**src/rtl/tod_pkg.sv**
```systemverilog
package tod_pkg;

    localparam int FIELD_W  = 8;
    localparam int SEL_W    = 2;
    localparam int MINSEC_LAST = 59;
    localparam int HOUR_LAST24 = 23;
    localparam int HALF_DAY    = 12;

    typedef enum logic [SEL_W-1:0] {
        SEL_SEC  = 2'd0,
        SEL_MIN  = 2'd1,
        SEL_HOUR = 2'd2,
        SEL_NONE = 2'd3
    } fsel_e;

    typedef struct packed {
        logic [FIELD_W-1:0] sec;
        logic [FIELD_W-1:0] min;
        logic [FIELD_W-1:0] hour;
        logic               carry;
    } tod_state_t;

    // Encode a small decimal count in the selected representation.
    function automatic logic [FIELD_W-1:0] enc(input int dec, input logic binary);
        logic [FIELD_W-1:0] r;
        if (binary) r = FIELD_W'(dec);
        else        r = FIELD_W'(((dec / 10) << 4) | (dec % 10));
        return r;
    endfunction

    // One-step increment: plain +1 or decimal nibble carry.
    function automatic logic [FIELD_W-1:0] step_code(input logic [FIELD_W-1:0] v,
                                                     input logic binary);
        logic [FIELD_W-1:0] r;
        if (binary)             r = v + 1'b1;
        else if (v[3:0] >= 4'd9) r = {v[7:4] + 4'd1, 4'd0};
        else                    r = {v[7:4], v[3:0] + 4'd1};
        return r;
    endfunction

endpackage

```
**src/rtl/tod_field_inc.sv**
```systemverilog
module tod_field_inc
    import tod_pkg::*;
#(
    parameter int LAST = MINSEC_LAST
) (
    input  logic [FIELD_W-1:0] cur,
    input  logic               binary,
    output logic [FIELD_W-1:0] nxt,
    output logic               wrap
);
    logic [FIELD_W-1:0] last_code;

    always_comb begin
        last_code = enc(LAST, binary);
        wrap      = (cur == last_code);
        nxt       = wrap ? '0 : step_code(cur, binary);
    end
endmodule

```
**src/rtl/tod_hour_inc.sv**
```systemverilog
module tod_hour_inc
    import tod_pkg::*;
(
    input  logic [FIELD_W-1:0] cur,
    input  logic               binary,
    input  logic               fmt24,
    output logic [FIELD_W-1:0] nxt,
    output logic               day_wrap
);
    logic               pm;
    logic [6:0]         h12;
    logic [6:0]         code12;
    logic [6:0]         code11;
    logic [FIELD_W-1:0] stepped;

    always_comb begin
        pm       = cur[FIELD_W-1];
        h12      = cur[6:0];
        code12   = 7'(enc(HALF_DAY, binary));
        code11   = 7'(enc(HALF_DAY - 1, binary));
        stepped  = step_code({1'b0, h12}, binary);
        nxt      = cur;
        day_wrap = 1'b0;
        if (fmt24) begin
            if (cur == enc(HOUR_LAST24, binary)) begin
                nxt      = '0;
                day_wrap = 1'b1;
            end else begin
                nxt = step_code(cur, binary);
            end
        end else begin
            if (h12 == code12) begin
                nxt = {pm, 7'd1};
            end else if (h12 == code11) begin
                nxt      = {~pm, code12};
                day_wrap = pm;
            end else begin
                nxt = {pm, stepped[6:0]};
            end
        end
    end
endmodule

```
**src/rtl/tod_counter.sv**
```systemverilog
module tod_counter
    import tod_pkg::*;
(
    input  logic               clk,
    input  logic               rst_n,
    input  logic               tick,
    input  logic               binary_mode,
    input  logic               mode_24h,
    input  logic               wr_en,
    input  logic [SEL_W-1:0]   wr_sel,
    input  logic [FIELD_W-1:0] wr_data,
    output logic [FIELD_W-1:0] sec_o,
    output logic [FIELD_W-1:0] min_o,
    output logic [FIELD_W-1:0] hour_o,
    output logic               day_carry
);
    localparam int NUM_LO = 2;

    tod_state_t st_d, st_q;

    logic [NUM_LO-1:0][FIELD_W-1:0] lo_cur;
    logic [NUM_LO-1:0][FIELD_W-1:0] lo_nxt;
    logic [NUM_LO-1:0]              lo_wrap;
    logic [FIELD_W-1:0]             hr_nxt;
    logic                           hr_wrap;

    assign lo_cur[0] = st_q.sec;
    assign lo_cur[1] = st_q.min;

    // Seconds and minutes share one sexagesimal stepper each.
    for (genvar g = 0; g < NUM_LO; g++) begin : g_lo
        tod_field_inc #(.LAST(MINSEC_LAST)) u_inc (
            .cur    (lo_cur[g]),
            .binary (binary_mode),
            .nxt    (lo_nxt[g]),
            .wrap   (lo_wrap[g])
        );
    end

    tod_hour_inc u_hour (
        .cur      (st_q.hour),
        .binary   (binary_mode),
        .fmt24    (mode_24h),
        .nxt      (hr_nxt),
        .day_wrap (hr_wrap)
    );

    always_comb begin
        st_d       = st_q;
        st_d.carry = 1'b0;
        if (wr_en) begin
            case (fsel_e'(wr_sel))
                SEL_SEC:  st_d.sec  = wr_data;
                SEL_MIN:  st_d.min  = wr_data;
                SEL_HOUR: st_d.hour = wr_data;
                default:  ;
            endcase
        end else if (tick) begin
            st_d.sec = lo_nxt[0];
            if (lo_wrap[0]) begin
                st_d.min = lo_nxt[1];
                if (lo_wrap[1]) begin
                    st_d.hour  = hr_nxt;
                    st_d.carry = hr_wrap;
                end
            end
        end
    end

    always_ff @(posedge clk or negedge rst_n) begin
        if (!rst_n) st_q <= '0;
        else        st_q <= st_d;
    end

    assign sec_o     = st_q.sec;
    assign min_o     = st_q.min;
    assign hour_o    = st_q.hour;
    assign day_carry = st_q.carry;
endmodule

```
**config.mk**
```make
export PLATFORM = sky130hd
export DESIGN_NAME = tod_counter
export DESIGN_NICKNAME = d
export VERILOG_FILES = /design/src/rtl/tod_pkg.sv /design/src/rtl/tod_field_inc.sv /design/src/rtl/tod_hour_inc.sv /design/src/rtl/tod_counter.sv
export SDC_FILE = /design/constraint.sdc
export NUM_CORES = 1
export LEC_CHECK = 0
export ABC_CLOCK_PERIOD_IN_PS = 2400
export BUFFER_PORTS_ARGS = -buffer_cell sky130_fd_sc_hd__buf_2
export CAP_MARGIN = 40
export CORE_ASPECT_RATIO = 1.2
export CORE_MARGIN = 5
export CORE_UTILIZATION = 45
export CTS_CLUSTER_DIAMETER = 50
export DETAILED_ROUTE_END_ITERATION = 7
export PLACE_DENSITY = 0.7
export SLEW_MARGIN = 10
export SYNTH_ARGS = -nofsm -noshare
export SYNTH_HDL_FRONTEND = slang
export SYNTH_SLANG_ARGS = --single-unit
```
**constraint.sdc**
```tcl
create_clock -name clk -period 2.4 [get_ports clk]
set_input_delay 0.36 -clock clk [delete_from_list [all_inputs] [get_ports clk]]
set_output_delay 0.36 -clock clk [all_outputs]
set_load 0.005 [all_outputs]
```
After elaboration in Yosys (flattened, before gate mapping)
Cells that the tools add are included.

operators by class
  $add $sub $neg = 11
  magnitude comparators = 3
  equal/unequal tests = 12
  mux-type cells = 31
  bitwise operators = 1
  reduce and logical (&&, ||, !) cells = 15

operators by type and width
  cell                 count
  $mux 8               16
  $mux 25              1
  $add 4x1->4 const B  6
  $add 8x1->8 const B  3
  $mux 24              1
  $mux 7               3
  $mux 17              1
  $eq 8x8->1           2
  $eq 7x5->1           2
  $ge 4x4->1 const B   3
  $mux 5               2
  $mux 9               1
  $eq 8x7->1           1
  $reduce_and 4->1     2
  $reduce_bool 4->1    2
  $add 7x1->7 const B  1
  $reduce_and 7->1     1
  $mux 6               1
  $ne 2x1->1 const B   3
  $reduce_and 3->1     2
  $reduce_and 6->1     1
  $reduce_bool 2->1    3
  $reduce_bool 6->1    1
  $mux 1               5
  9 further kinds      9

storage, ports and cells
  flip-flop bits (word level) = 25
  input bits = 16
  output and inout bits = 25
  logic and storage cells = 81

Logic depth before layout (Yosys ltp)
  depth after elaboration = 10
  gate-level depth with buffers = 9
  gate-level depth less buffers = 8

Cells and area by module
Synthesis repeated with hierarchy kept, for this count alone.

unflattened totals
  cell total of the unflattened synthesis = 243
  area, all modules = 2357.3 µm²

modules (own cells, without submodules)
  module         instances  cells each  area an instance (µm²)  seq. area each (µm²)
  tod_counter    1          87          1238.7                  625.6
  tod_field_inc  2          43          315.3                   0.0
  tod_hour_inc   1          70          488.0                   0.0

Least setup slack after synthesis
Ideal clock, no wire load.

  path type = register to register
  start = reg st_q (netlist bit hour_o[1])
  end = reg st_q (netlist bit hour_o[4])
  library setup time = 0.125 ns
  arrival = 2.220 ns
  required time = 2.275 ns
  setup slack = 0.055 ns
  stages on the path, launching flop included = 8
  path buffers = 1
  period minus slack after synthesis = 2.345 ns
  cells stage by stage = dfrtp_1 -> clkbuf_1 -> inv_1 -> ha_1 -> o31ai_1 -> nand3_1 -> o21bai_1 -> mux2_2

between the ends
  longest elaborated chain between the ends = 9
  elaborated cells between the ends (all ways) = 19
  classes of those cells = add/sub: 2; order compare: 1; eq/ne: 4; mux: 10; reduce/logical: 2

RTL lines
  what                    line                text
  start, declared         tod_counter.sv:19   tod_state_t st_d, st_q;
  start signal, assigned  tod_counter.sv:72   else st_q <= st_d;
  $add 7x1->7             tod_pkg.sv:35       if (binary) r = v + 1'b1;
  $mux 7                  tod_pkg.sv:35
  $mux 8                  tod_hour_inc.sv:34  end else if (h12 == code11) begin
  $mux 8                  tod_hour_inc.sv:32  if (h12 == code12) begin
  $mux 8                  tod_hour_inc.sv:24  if (fmt24) begin
  $mux 9                  tod_counter.sv:62   if (lo_wrap[1]) begin
  $mux 17                 tod_counter.sv:60   if (lo_wrap[0]) begin
  $mux 25                 tod_counter.sv:58   end else if (tick) begin
  $mux 24                 tod_counter.sv:51   if (wr_en) begin

Several ways; a longest one is shown, not always the timed one. The select of a mux whose other input is x is not followed.
A chain may end at the register's enable or synchronous reset.

Worst setup path after layout
  start = reg st_q (netlist bit hour_o[0])
  end = reg st_q (netlist bit hour_o[4])

Same word-level chain as after synthesis.

==> metrics.txt <==
# TYPE chip_impl_metric gauge
chip_impl_info{name="status",value="finished, final reports clean"} 1
chip_impl_info{name="most-common-layout-cells",value="sky130_fd_sc_hd__buf_2, sky130_fd_sc_hd__dfrtp_1, sky130_fd_sc_hd__buf_4"} 1
chip_impl_metric{name="detail_route.vias_per_cell",unit=""} 5.96
chip_impl_metric{name="pwr-share-seq",unit=""} 0.429
chip_impl_metric{name="final_nets",unit=""} 345
chip_impl_metric{name="timing.final.crit_share",unit=""} 0.931
chip_impl_metric{name="die_w",unit="microns"} 72.5
chip_impl_metric{name="internal_power",unit="mW"} 0.885
chip_impl_metric{name="dpl.hpwl",unit="mm"} 4.73
chip_impl_info{name="synth_top_family_by_area",value="compound AO/OA/AOI/OAI gates"} 1
chip_impl_metric{name="clock_tree.buffer_depth",unit=""} 2
chip_impl_metric{name="sink_count",unit=""} 25
chip_impl_metric{name="io_buffer_count",unit=""} 40
chip_impl_metric{name="yosys-mux-area-fraction",unit=""} 0.0267
chip_impl_info{name="synth_flop_cell",value="sky130_fd_sc_hd__dfrtp_1"} 1
chip_impl_metric{name="remaining_drc_errors",unit=""} 0
chip_impl_metric{name="synth_simple_gate_area_frac",unit=""} 0.235
chip_impl_metric{name="synth-async-reset-ratio",unit=""} 1.00
chip_impl_metric{name="antenna_violating_nets_post_route",unit=""} 0
chip_impl_metric{name="final_cells",unit=""} 374
chip_impl_metric{name="number_of_antenna_violations_at_the_first_check_in_global_routing",unit=""} 0
chip_impl_info{name="hp-class",value="in -> async"} 1
chip_impl_metric{name="post_synth_inst_count",unit=""} 254
chip_impl_info{name="rsz0062_at_grt",value="no"} 1
chip_impl_metric{name="maximum_number_of_pins_on_one_net_before_global_route_repair",unit=""} 26
chip_impl_metric{name="die_outline_area",unit="sq um"} 6170
chip_impl_metric{name="nFillCells",unit=""} 450
chip_impl_metric{name="floorplan.die.height",unit="microns"} 85.0
chip_impl_metric{name="avgRoutedWirePerCell",unit="microns"} 16.7
chip_impl_metric{name="powerDensity",unit="nW/um^2"} 558
chip_impl_metric{name="yosysSeqAreaShare",unit=""} 0.296
chip_impl_metric{name="clock_insertion_delay_worst_skew",unit="ps"} 270
chip_impl_metric{name="path_max_fanout",unit=""} 9
chip_impl_metric{name="post_synth_xor_area_fraction",unit=""} 0.0207
chip_impl_metric{name="initial_core_util",unit=""} 0.463
chip_impl_metric{name="arrival",unit="ps"} 2400
chip_impl_metric{name="std_cell_rows",unit=""} 27
chip_impl_metric{name="fin_worst_skew",unit="ps"} 2.85
chip_impl_metric{name="maxSlewViolCount",unit=""} 0
chip_impl_metric{name="syn_area_per_cell",unit="sq um"} 8.31
chip_impl_metric{name="drt_wl_total",unit="mm"} 6.23
chip_impl_metric{name="switching_part_of_the_total_power",unit=""} 0.391
chip_impl_info{name="cts.root.buffer_cell",value="sky130_fd_sc_hd__clkbuf_8"} 1
chip_impl_metric{name="syn_nets",unit=""} 282
chip_impl_metric{name="critPathRequiredTime",unit="ps"} 2560
chip_impl_metric{name="tritoncts.num_buffers",unit=""} 3
chip_impl_metric{name="finalWorstPathRequiredPeriod",unit="ps"} 2240
chip_impl_info{name="mostFrequentLayoutCell",value="sky130_fd_sc_hd__buf_2"} 1
chip_impl_metric{name="path_clk_slew",unit="ps"} 100
chip_impl_metric{name="ys_ff_latch",unit=""} 25
chip_impl_metric{name="synth_compound_gate_area_share",unit=""} 0.301
chip_impl_metric{name="h-tree-depth",unit=""} 1
chip_impl_metric{name="netSwitchingPower",unit="mW"} 0.569
chip_impl_metric{name="synthAdderAreaFrac",unit=""} 0.0711
chip_impl_metric{name="dr_total_vias",unit=""} 2229
chip_impl_metric{name="drt-pass1-iter-count",unit=""} 4
chip_impl_metric{name="worst_slew_margin_rel",unit=""} 0.589
chip_impl_metric{name="flow.area_growth_from_synthesis",unit="%"} 23.4
chip_impl_metric{name="cap_viol_max_count",unit=""} 0
chip_impl_metric{name="gp_routability_congestion",unit=""} 0.926
chip_impl_info{name="critPathCaptureType",value="register"} 1
chip_impl_metric{name="power_frac_clock",unit=""} 0.180
chip_impl_metric{name="grt_pass1_wl",unit="mm"} 10.4
chip_impl_metric{name="finalSetupViolCount",unit=""} 0
chip_impl_metric{name="num_io_pins",unit=""} 41
chip_impl_metric{name="overflow",unit=""} 0
chip_impl_info{name="crit-reg2reg-launch",value="hour_o[0]"} 1
chip_impl_metric{name="yosys.cell_types.count",unit=""} 61
chip_impl_info{name="cts_tree",value="done"} 1
chip_impl_info{name="critPathLaunch",value="hour_o[0]"} 1
chip_impl_metric{name="combPwrFrac",unit=""} 0.391
chip_impl_metric{name="synth_area",unit="sq um"} 2110
chip_impl_metric{name="max-vdd-ir-drop",unit="uV"} 252
chip_impl_metric{name="placed_cells_incl_taps",unit=""} 369
chip_impl_info{name="timing_worst_setup_path_type",value="reg -> reg"} 1
chip_impl_metric{name="drt-initial-drc-count",unit=""} 131
chip_impl_metric{name="grt_pass1_vias",unit=""} 2161
chip_impl_metric{name="yosysWarnings",unit=""} 0
chip_impl_metric{name="max_clock_freq",unit="MHz"} 447
chip_impl_metric{name="report.final.hold_viol_count",unit=""} 0
chip_impl_info{name="worst_setup_path_start_kind",value="register"} 1
chip_impl_metric{name="tightestPinTransition",unit="ps"} 616
chip_impl_metric{name="antenna_cells_inserted",unit=""} 0
chip_impl_metric{name="grtUsageTotal",unit=""} 0.207
chip_impl_metric{name="core_footprint",unit="sq um"} 4560
chip_impl_metric{name="synth_edf_count",unit=""} 0
chip_impl_metric{name="layout.core_utilization",unit=""} 0.571
chip_impl_metric{name="cellLeakagePower",unit="nW"} 1.17
chip_impl_metric{name="final_layout_size_suffix_gt1_frac",unit=""} 0.275
through the flow:
stage	setup WS [ps]	hold WS [ps]	TNS [ps]	instance area [sq um]	power [mW]
5_1_grt	9.55	132	0	2600	1.55
3_3_place_gp	51.8	409	0	2550	1.19
4_1_cts	72.9	110	0	2590	1.46
2_1_floorplan	55.2	64.4	0	2110	0.933
6_report	165	90.5	0	2600	1.45
3_5_place_dp	-8.64	409	-8.64	2550	1.20
logic make-up (layout without fill, tap and decap cells):
family	count (synthesis)	count (layout)
muxes	5	5
AOI/OAI and AO/OA	92	92
buffers and inverters	27	89
DFF	25	25
adders and majority gates	12	12
xor gates and xnor gates	5	5
and+or+nand+nor	88	88
power by group through the flow:
stage	combinational, mW	clock (mW)	sequential, mW
2_1_floorplan	0.319	0	0.614
3_3_place_gp	0.559	0	0.627
3_5_place_dp	0.570	0	0.628
4_1_cts	0.572	0.268	0.621
5_1_grt	0.634	0.277	0.642
6_report	0.568	0.262	0.623
path summary, 6_finish.rpt:
path	endpoint	slack, ps	cells after the start
hold / removal	hour_o[3]	90	1
setup / recovery	hour_o[4]	160	7
min in group clk	min_o[7]	430	3
max in group asynchronous	hour_o[1]	1880	1
hold reg to reg	min_o[7]	590	2
setup reg to reg	hour_o[4]	160	7
final cells by class:
class | count | area (sq um) | share of cell area
sequential | 25 | 627 | 0.241
timing repair buffer | 65 | 400 | 0.154
clock buffer | 3 | 41.3 | 0.0159
clock inverter | 1 | 5.00 | 0.00192
multi-input combinational | 202 | 1380 | 0.531
tap | 58 | 72.6 | 0.0279
inverter | 20 | 75.1 | 0.0288
what timing repair did:
item,4_1_cts,5_1_grt
setup buffers,0,1
resized for setup,0,1
endpoints found under the setup margin,0,14
hold buffers,0,0
worst max-delay path, cell delays in order, from the launching register on:
cell	delay, ps
sky130_fd_sc_hd__dfrtp_1	530
sky130_fd_sc_hd__ha_1	240
sky130_fd_sc_hd__nor4b_1	300
sky130_fd_sc_hd__o211ai_1	250
sky130_fd_sc_hd__nand3_1	240
sky130_fd_sc_hd__nor2_2	90
sky130_fd_sc_hd__a32o_1	220
sky130_fd_sc_hd__mux2_2	260
Yosys cell counts, types with 3 or more instances:
cell                       instances  area (sq um)
sky130_fd_sc_hd__o21ai_0          16          80.1
sky130_fd_sc_hd__nand2_1          19          71.3
sky130_fd_sc_hd__o31ai_1           5          37.5
sky130_fd_sc_hd__nand4b_1          3          26.3
sky130_fd_sc_hd__a21oi_1          20           100
sky130_fd_sc_hd__or2_2             3          18.8
sky130_fd_sc_hd__dfrtp_1          25           626
sky130_fd_sc_hd__mux2_2            3          33.8
sky130_fd_sc_hd__nor3b_1           6          45.0
sky130_fd_sc_hd__ha_1             12           150
sky130_fd_sc_hd__a22o_1            4          35.0
sky130_fd_sc_hd__inv_1            20          75.1
sky130_fd_sc_hd__o211ai_1          7          52.6
sky130_fd_sc_hd__o21a_1            5          37.5
sky130_fd_sc_hd__nor2_1           16          60.1
sky130_fd_sc_hd__o22ai_1           5          31.3
sky130_fd_sc_hd__nand3_1          12          60.1
sky130_fd_sc_hd__xnor2_1           3          26.3
sky130_fd_sc_hd__a31oi_1           7          43.8
sky130_fd_sc_hd__nand4_1           3          18.8
sky130_fd_sc_hd__clkbuf_1          4          15.0
sky130_fd_sc_hd__nand2b_1          7          43.8
state kept, by name (all words and copies together), names as in the netlist:
signal,count
day_carry,1
hour_o,8
min_o,8
sec_o,8
layer usage:
metal,global-route usage,wire (microns),up-vias
met5,0,0,-
met4,0.0705,166,0
met3,0.0261,313,14
met2,0.365,3160,66
met1,0.253,2590,1071
li1,-,-,1078
(Power assumes the default switching activity.)
